[src/rtl/cbo_pkg.sv]
package cbo_pkg;
  typedef enum logic [3:0] {
    ST_IDLE,
    ST_JAM,
    ST_INCR,
    ST_CALC,
    ST_WAIT,
    ST_RETRY,
    ST_GIVEUP,
    ST_IFG,
    ST_BUSRST
  } cbo_state_e;
endpackage

[src/rtl/cbo_lfsr.sv]
module cbo_lfsr #(
  parameter int unsigned WIDTH   = 16,
  parameter int unsigned OUT_W   = 10,
  parameter logic [WIDTH-1:0] TAPS = 16'hB400,
  parameter logic [WIDTH-1:0] SEED = 16'hACE1
) (
  input  logic             clk_i,
  input  logic             rst_ni,
  output logic [OUT_W-1:0] rnd_o
);
  logic [WIDTH-1:0] state_q;

  always_ff @(posedge clk_i or negedge rst_ni) begin
    if (!rst_ni) state_q <= SEED;
    else if (state_q[0]) state_q <= (state_q >> 1) ^ TAPS;
    else state_q <= state_q >> 1;
  end

  assign rnd_o = state_q[OUT_W-1:0];

  // all-zero state would lock the generator
  a_r4_lfsr_alive: assert property (@(posedge clk_i) disable iff (!rst_ni)
    state_q != '0);
endmodule

[src/rtl/cbo_backoff_pick.sv]
module cbo_backoff_pick #(
  parameter int unsigned ATT_W = 5,
  parameter int unsigned CAP   = 10
) (
  input  logic [ATT_W-1:0] attempt_i,
  input  logic [CAP-1:0]   rnd_i,
  output logic [CAP-1:0]   slots_o
);
  logic [CAP-1:0] mask;

  // bit i allowed once attempt exceeds i: width = min(attempt, CAP)
  for (genvar i = 0; i < CAP; i++) begin : g_mask
    assign mask[i] = (attempt_i > ATT_W'(i));
  end

  assign slots_o = rnd_i & mask;
endmodule

[src/rtl/cbo_slot_timer.sv]
module cbo_slot_timer #(
  parameter int unsigned SLOT_CYC = 128,
  parameter int unsigned SLOTS_W  = 10
) (
  input  logic               clk_i,
  input  logic               rst_ni,
  input  logic               load_i,
  input  logic [SLOTS_W-1:0] slots_i,
  input  logic               run_i,
  output logic               expired_o
);
  localparam int unsigned CYC_W = $clog2(SLOT_CYC + 1);

  logic [SLOTS_W-1:0] left_q;
  logic [CYC_W-1:0]   cyc_q;

  always_ff @(posedge clk_i or negedge rst_ni) begin
    if (!rst_ni) begin
      left_q <= '0;
      cyc_q  <= '0;
    end else if (load_i) begin
      left_q <= slots_i;
      cyc_q  <= '0;
    end else if (run_i && left_q != '0) begin
      if (cyc_q == CYC_W'(SLOT_CYC - 1)) begin
        cyc_q  <= '0;
        left_q <= left_q - 1'b1;
      end else begin
        cyc_q <= cyc_q + 1'b1;
      end
    end
  end

  assign expired_o = (left_q == '0);

  a_r5_no_underflow: assert property (@(posedge clk_i) disable iff (!rst_ni)
    (!load_i && left_q == '0) |=> left_q == '0);
  a_r5_slot_bound: assert property (@(posedge clk_i) disable iff (!rst_ni)
    cyc_q < CYC_W'(SLOT_CYC));
endmodule

[src/rtl/collision_backoff_ctrl.sv]
module collision_backoff_ctrl
  import cbo_pkg::*;
#(
  parameter int unsigned JAM_CYC       = 8,
  parameter int unsigned IFG_CYC       = 24,
  parameter int unsigned SLOT_CYC      = 128,
  parameter int unsigned ATTEMPT_LIMIT = 16,
  parameter int unsigned BACKOFF_CAP   = 10,
  parameter int unsigned LFSR_W        = 16,
  localparam int unsigned ATT_W = $clog2(ATTEMPT_LIMIT + 1),
  localparam int unsigned CNT_W = $clog2(((JAM_CYC > IFG_CYC) ? JAM_CYC : IFG_CYC) + 1)
) (
  input  logic                   clk_i,
  input  logic                   rst_ni,
  input  logic                   serial_mode_i,
  input  logic                   half_duplex_i,
  input  logic                   col_i,
  input  logic                   frame_done_i,
  input  logic                   bus_reset_req_i,
  input  logic                   bus_reset_done_i,
  output logic                   tx_allow_o,
  output logic                   jam_o,
  output logic                   retry_o,
  output logic                   fail_o,
  output logic                   bus_reset_o,
  output logic                   done_o,
  output logic [ATT_W-1:0]       attempt_o,
  output logic [BACKOFF_CAP-1:0] backoff_slots_o
);
  cbo_state_e state_q, state_d;
  logic [CNT_W-1:0]       cnt_q;
  logic [ATT_W-1:0]       attempt_q;
  logic [BACKOFF_CAP-1:0] slots_q, slots_pick, rnd;
  logic                   wait_over;
  logic                   col_active;

  cbo_lfsr #(.WIDTH(LFSR_W), .OUT_W(BACKOFF_CAP)) u_lfsr (
    .clk_i (clk_i),
    .rst_ni(rst_ni),
    .rnd_o (rnd)
  );

  cbo_backoff_pick #(.ATT_W(ATT_W), .CAP(BACKOFF_CAP)) u_pick (
    .attempt_i(attempt_q),
    .rnd_i    (rnd),
    .slots_o  (slots_pick)
  );

  cbo_slot_timer #(.SLOT_CYC(SLOT_CYC), .SLOTS_W(BACKOFF_CAP)) u_timer (
    .clk_i    (clk_i),
    .rst_ni   (rst_ni),
    .load_i   (state_q == ST_CALC),
    .slots_i  (slots_pick),
    .run_i    (state_q == ST_WAIT),
    .expired_o(wait_over)
  );

  assign col_active = col_i && half_duplex_i && !serial_mode_i;

  always_comb begin
    state_d = state_q;
    unique case (state_q)
      ST_IDLE: begin
        if (serial_mode_i && bus_reset_req_i) state_d = ST_BUSRST;
        else if (col_active)                  state_d = ST_JAM;
        else if (frame_done_i)                state_d = ST_IFG;
      end
      ST_JAM:    if (cnt_q == CNT_W'(JAM_CYC - 1)) state_d = ST_INCR;
      ST_INCR:   state_d = (attempt_q + 1'b1 >= ATT_W'(ATTEMPT_LIMIT)) ? ST_GIVEUP : ST_CALC;
      ST_CALC:   state_d = ST_WAIT;
      ST_WAIT:   if (wait_over) state_d = ST_RETRY;
      ST_RETRY:  state_d = ST_IDLE;
      ST_GIVEUP: state_d = ST_IDLE;
      ST_IFG:    if (cnt_q == CNT_W'(IFG_CYC - 1)) state_d = ST_IDLE;
      ST_BUSRST: if (bus_reset_done_i) state_d = ST_IDLE;
      default:   state_d = ST_IDLE;
    endcase
  end

  always_ff @(posedge clk_i or negedge rst_ni) begin
    if (!rst_ni) begin
      state_q   <= ST_IDLE;
      cnt_q     <= '0;
      attempt_q <= '0;
      slots_q   <= '0;
    end else begin
      state_q <= state_d;
      if (state_d != state_q) cnt_q <= '0;
      else                    cnt_q <= cnt_q + 1'b1;
      if (state_q == ST_INCR) attempt_q <= attempt_q + 1'b1;
      else if (state_q == ST_GIVEUP) attempt_q <= '0;
      else if (state_q == ST_IDLE && state_d inside {ST_IFG, ST_BUSRST}) attempt_q <= '0;
      if (state_q == ST_CALC) slots_q <= slots_pick;
    end
  end

  assign tx_allow_o      = (state_q == ST_IDLE);
  assign jam_o           = (state_q == ST_JAM);
  assign retry_o         = (state_q == ST_RETRY);
  assign fail_o          = (state_q == ST_GIVEUP);
  assign bus_reset_o     = (state_q == ST_BUSRST);
  assign done_o          = retry_o || fail_o
                        || (state_q == ST_IFG && cnt_q == CNT_W'(IFG_CYC - 1))
                        || (bus_reset_o && bus_reset_done_i);
  assign attempt_o       = attempt_q;
  assign backoff_slots_o = slots_q;

  a_r3_attempt_step: assert property (@(posedge clk_i) disable iff (!rst_ni)
    $fell(jam_o) |=> attempt_o == $past(attempt_o) + 1'b1);
  a_r4_backoff_range: assert property (@(posedge clk_i) disable iff (!rst_ni)
    (retry_o && attempt_o < ATT_W'(BACKOFF_CAP)) |-> (backoff_slots_o >> attempt_o) == '0);
  a_r5_single_outcome: assert property (@(posedge clk_i) disable iff (!rst_ni)
    $onehot0({retry_o, fail_o, jam_o, bus_reset_o}));
  a_r5_retry_done: assert property (@(posedge clk_i) disable iff (!rst_ni)
    retry_o |-> done_o ##1 tx_allow_o);
  a_r6_fail_clears: assert property (@(posedge clk_i) disable iff (!rst_ni)
    fail_o |=> attempt_o == '0);
  a_r6_limit: assert property (@(posedge clk_i) disable iff (!rst_ni)
    attempt_o <= ATT_W'(ATTEMPT_LIMIT));
  a_r8_full_duplex: assert property (@(posedge clk_i) disable iff (!rst_ni)
    (tx_allow_o && !half_duplex_i && !bus_reset_req_i) |=> !jam_o);
  a_r2_jam_blocks_tx: assert property (@(posedge clk_i) disable iff (!rst_ni)
    jam_o |-> !tx_allow_o);
endmodule

[config.mk]
export PLATFORM = sky130hd
export DESIGN_NAME = collision_backoff_ctrl
export DESIGN_NICKNAME = d
export VERILOG_FILES = /design/src/rtl/cbo_pkg.sv /design/src/rtl/cbo_lfsr.sv /design/src/rtl/cbo_backoff_pick.sv /design/src/rtl/cbo_slot_timer.sv /design/src/rtl/collision_backoff_ctrl.sv
export SDC_FILE = /design/constraint.sdc
export NUM_CORES = 1
export LEC_CHECK = 0
export BUFFER_PORTS_ARGS = -buffer_cell sky130_fd_sc_hd__clkbuf_2
export CORE_ASPECT_RATIO = 0.5
export CORE_MARGIN = 5
export CORE_UTILIZATION = 50
export DETAILED_ROUTE_END_ITERATION = 6
export GPL_ROUTABILITY_DRIVEN = 0
export PLACE_DENSITY = 0.69
export SYNTH_ARGS = -nofsm -noshare
export SYNTH_HDL_FRONTEND = slang
export SYNTH_SLANG_ARGS = --single-unit
[constraint.sdc]
create_clock -name clk_i -period 4.6 [get_ports clk_i]
set_input_delay 0.23 -clock clk_i [delete_from_list [all_inputs] [get_ports clk_i]]
set_output_delay 0.23 -clock clk_i [all_outputs]
set_load 0.03 [all_outputs]
==> results.toml <==
[power_and_ir_drop]
switching_share = 0.3671
pwr-share-comb = 0.310
power.internal_mw = 1.159
clkPwrFrac = 0.316
powerDensity_nw_per_um2 = 541.7
p_seq_frac = 0.373
switchingPower_mw = 0.6722
vdd_drop_max_v = 0.0003922
leakagePower_nw = 1.638

[die]
die_w_microns = 118.2
coreArea_sq_um = 5587
dieArea_sq_um = 7582
die_y_microns = 64.12
fp-row-count = 19
start_util = 0.5243
io_pins = 29

[min_path]
hold_class = "in -> async"

[synthesis]
syn_avg_cell_area_sq_um = 9.895
synth_warnings = 0
synthFlopType = "dfrtp_1"
ys_ff_latch = 58
ys_types = 62
synth_nets = 311
yosysSeqAreaShare = 0.4989
synth_edf_count = 0
synth_area_sq_um = 2929
synth-async-reset-ratio = 1.000
syn-instance-count = 296

[clock_tree]
cts_root_buffer = "clkbuf_16"
clockBufferDepth = 2
cts-resized-gates = 0
cts_tree = "done"
postCtsSetupRepairBufs = 0
numCtsBuffers = 9
clkTransAtPathRegs_ps = 50
htree_levels = 3
clock_sinks = 58
hold_buffers = 0
worstSkewPairLatency_ps = 320

[timing]
setup_viol = 0
final_hold_viol_count = 0
finalCriticalPeriod_ps = 2553
setup_slack_ps = 2047
max_freq_mhz = 391.8
maxSlewViolCount = 0
final.period_utilization = 0.5549
worst_pin_slew_ps = 1176
clock_skew_ps = 5.896
relSlewSlack = 0.2148
rsz0062_at_grt = "false"
final.setup.tns_ps = 0

[cells_and_area]
regArea_sq_um = 1461
layout-drive-gt1-share = 0.1824
postLayoutCoreUtil = 0.6052
multiInputGateArea_sq_um = 1385
area_growth_pct = 15.42
fill_cells = 467
num-nets-final = 340
antenna_cells = 0
final_cell_mix = "dfrtp_1, nand2_1, clkbuf_2"
layout_commonest_cell = "dfrtp_1"

[critical_path]
crit_path_max_incr_delay_ps = 1090
crit_chain = "nor4bb_4 > a311oi_1 > o211ai_1 > xor2_1 > nor3_1"
cp-start-kind = "register"
required_ps = 4790
cp_max_fo = 22
critical_path.endpoint_type = "register"
worstPathArrival_ps = 2740
slowest_stage = "nor4bb_4"
critical_path_class = "reg -> reg"

[grt]
antenna_found_initial = 0
grt-ovfl-total = 0
grt_pass1_vias = 2397
grt_pass1_wl_microns = 11430
grt_max_degree = 59
track_usage = 0.1867

[outcome]
status = "finished, final reports clean"

[placed_design]
dp_hpwl_microns = 4413
dp_slack_ps = 2076
io_buffer_count = 28

[run]
cap_violations = 0

[drt]
num_vias = 2342
first_iter_violations = 175
drc = 0
routed_wl_microns = 6383
ant_nets = 0
drt-vias-per-instance = 5.826
wl_per_cell_microns = 15.88
first_pass_iters = 4
==> path summary, 6_finish.rpt <==
kind,slack [ps],endpoint,cells after the start,from
setup / recovery,2050,cnt_q[4],5,state_q[1]
hold / removal,30,state_q[3],2,rst_ni
setup reg to reg,2050,cnt_q[4],5,state_q[1]
max in group asynchronous,4050,u_timer.cyc_q[4],2,rst_ni
min in group clk_i,220,state_q[3],3,bus_reset_done_i
hold reg to reg,350,u_lfsr.state_q[11],0,u_lfsr.state_q[12]
==> registers in the layout, summed over array words and instances (netlist names) <==
signal,flops
attempt_o,5
cnt_q,5
state_q,4
backoff_slots_o,10
u_lfsr.state_q,16
u_timer.cyc_q,8
u_timer.left_q,10
==> cells by family (layout without fill, tap and decap cells) <==
group                      after synthesis  count (layout)  share of synthesized area
AOI/OAI and AO/OA                       65              65                     0.1491
xor gates and xnor gates                13              13                    0.03887
adders and majority gates                7               7                    0.02990
buffers and inverters                   20              53                    0.03118
DFF                                     58              58                     0.4989
muxes                                    2               2                   0.007262
and+or+nand+nor                        131             131                     0.2448
==> stage by stage <==
step / cell area (sq um) / cells / hold WS [ps] / power, mW
after floorplan: 2929 / 296 / -65.59 / 1.112
after detailed placement: 3123 / 387 / 337.9 / 1.254
final: 3381 / 402 / 34.74 / 1.831
after CTS: 3381 / 402 / 78.65 / 1.846
after global routing: 3381 / 402 / 138.3 / 1.954
after global placement: 3123 / 387 / 337.9 / 1.234
==> final cells by class <==
class / count / share of cell area
Tap cell: 73 / 0.02702
Timing Repair Buffer: 30 / 0.04589
Multi-Input combinational cell: 218 / 0.4097
Sequential cell: 58 / 0.4323
Inverter: 8 / 0.008882
Clock buffer: 15 / 0.07624
==> critical path: cells and delay by family (launching register included) <==
kind,cells,cell delay (ps)
DFF,1,550
and+or+nand+nor,2,1190
AOI/OAI and AO/OA,2,280
xor gates and xnor gates,1,380
==> metal layers <==
metal	vias to the layer above	GRT usage	wire, microns
met4	0	0.07725	71
met1	1161	0.2426	3011
met5	-	0	0
li1	1126	-	-
met2	48	0.2997	3006
met3	7	0.05022	295
==> Yosys cell counts, types with 3 or more instances <==
library cell,number,share of area
dfrtp_1,50,0.43
xor2_1,12,0.036
a21oi_1,14,0.024
nand3b_1,3,0.0077
ha_1,7,0.030
nand2b_1,6,0.013
o31ai_1,5,0.013
dfstp_2,8,0.072
nand3_1,16,0.027
or3_1,8,0.017
nor2_1,15,0.019
a31o_2,3,0.0090
o21ai_0,14,0.024
o211ai_1,5,0.013
and3_1,5,0.011
nor4_1,3,0.0064
nand4_1,4,0.0085
nand2_1,37,0.047
inv_1,8,0.010
buf_2,7,0.012
nor3_1,11,0.019
a21o_1,3,0.0077
nor2b_1,4,0.0085
clkbuf_1,4,0.0051
==> power by group through the flow <==
| stage | sequential, mW | clock, mW | combinational, mW |
|---|---|---|---|
| 3_3_place_gp | 0.684 | 0 | 0.551 |
| 3_5_place_dp | 0.688 | 0 | 0.567 |
| 5_1_grt | 0.695 | 0.620 | 0.639 |
| 2_1_floorplan | 0.651 | 0 | 0.461 |
| 6_report | 0.684 | 0.579 | 0.568 |
| 4_1_cts | 0.680 | 0.595 | 0.570 |
(Power assumes the default switching activity.)
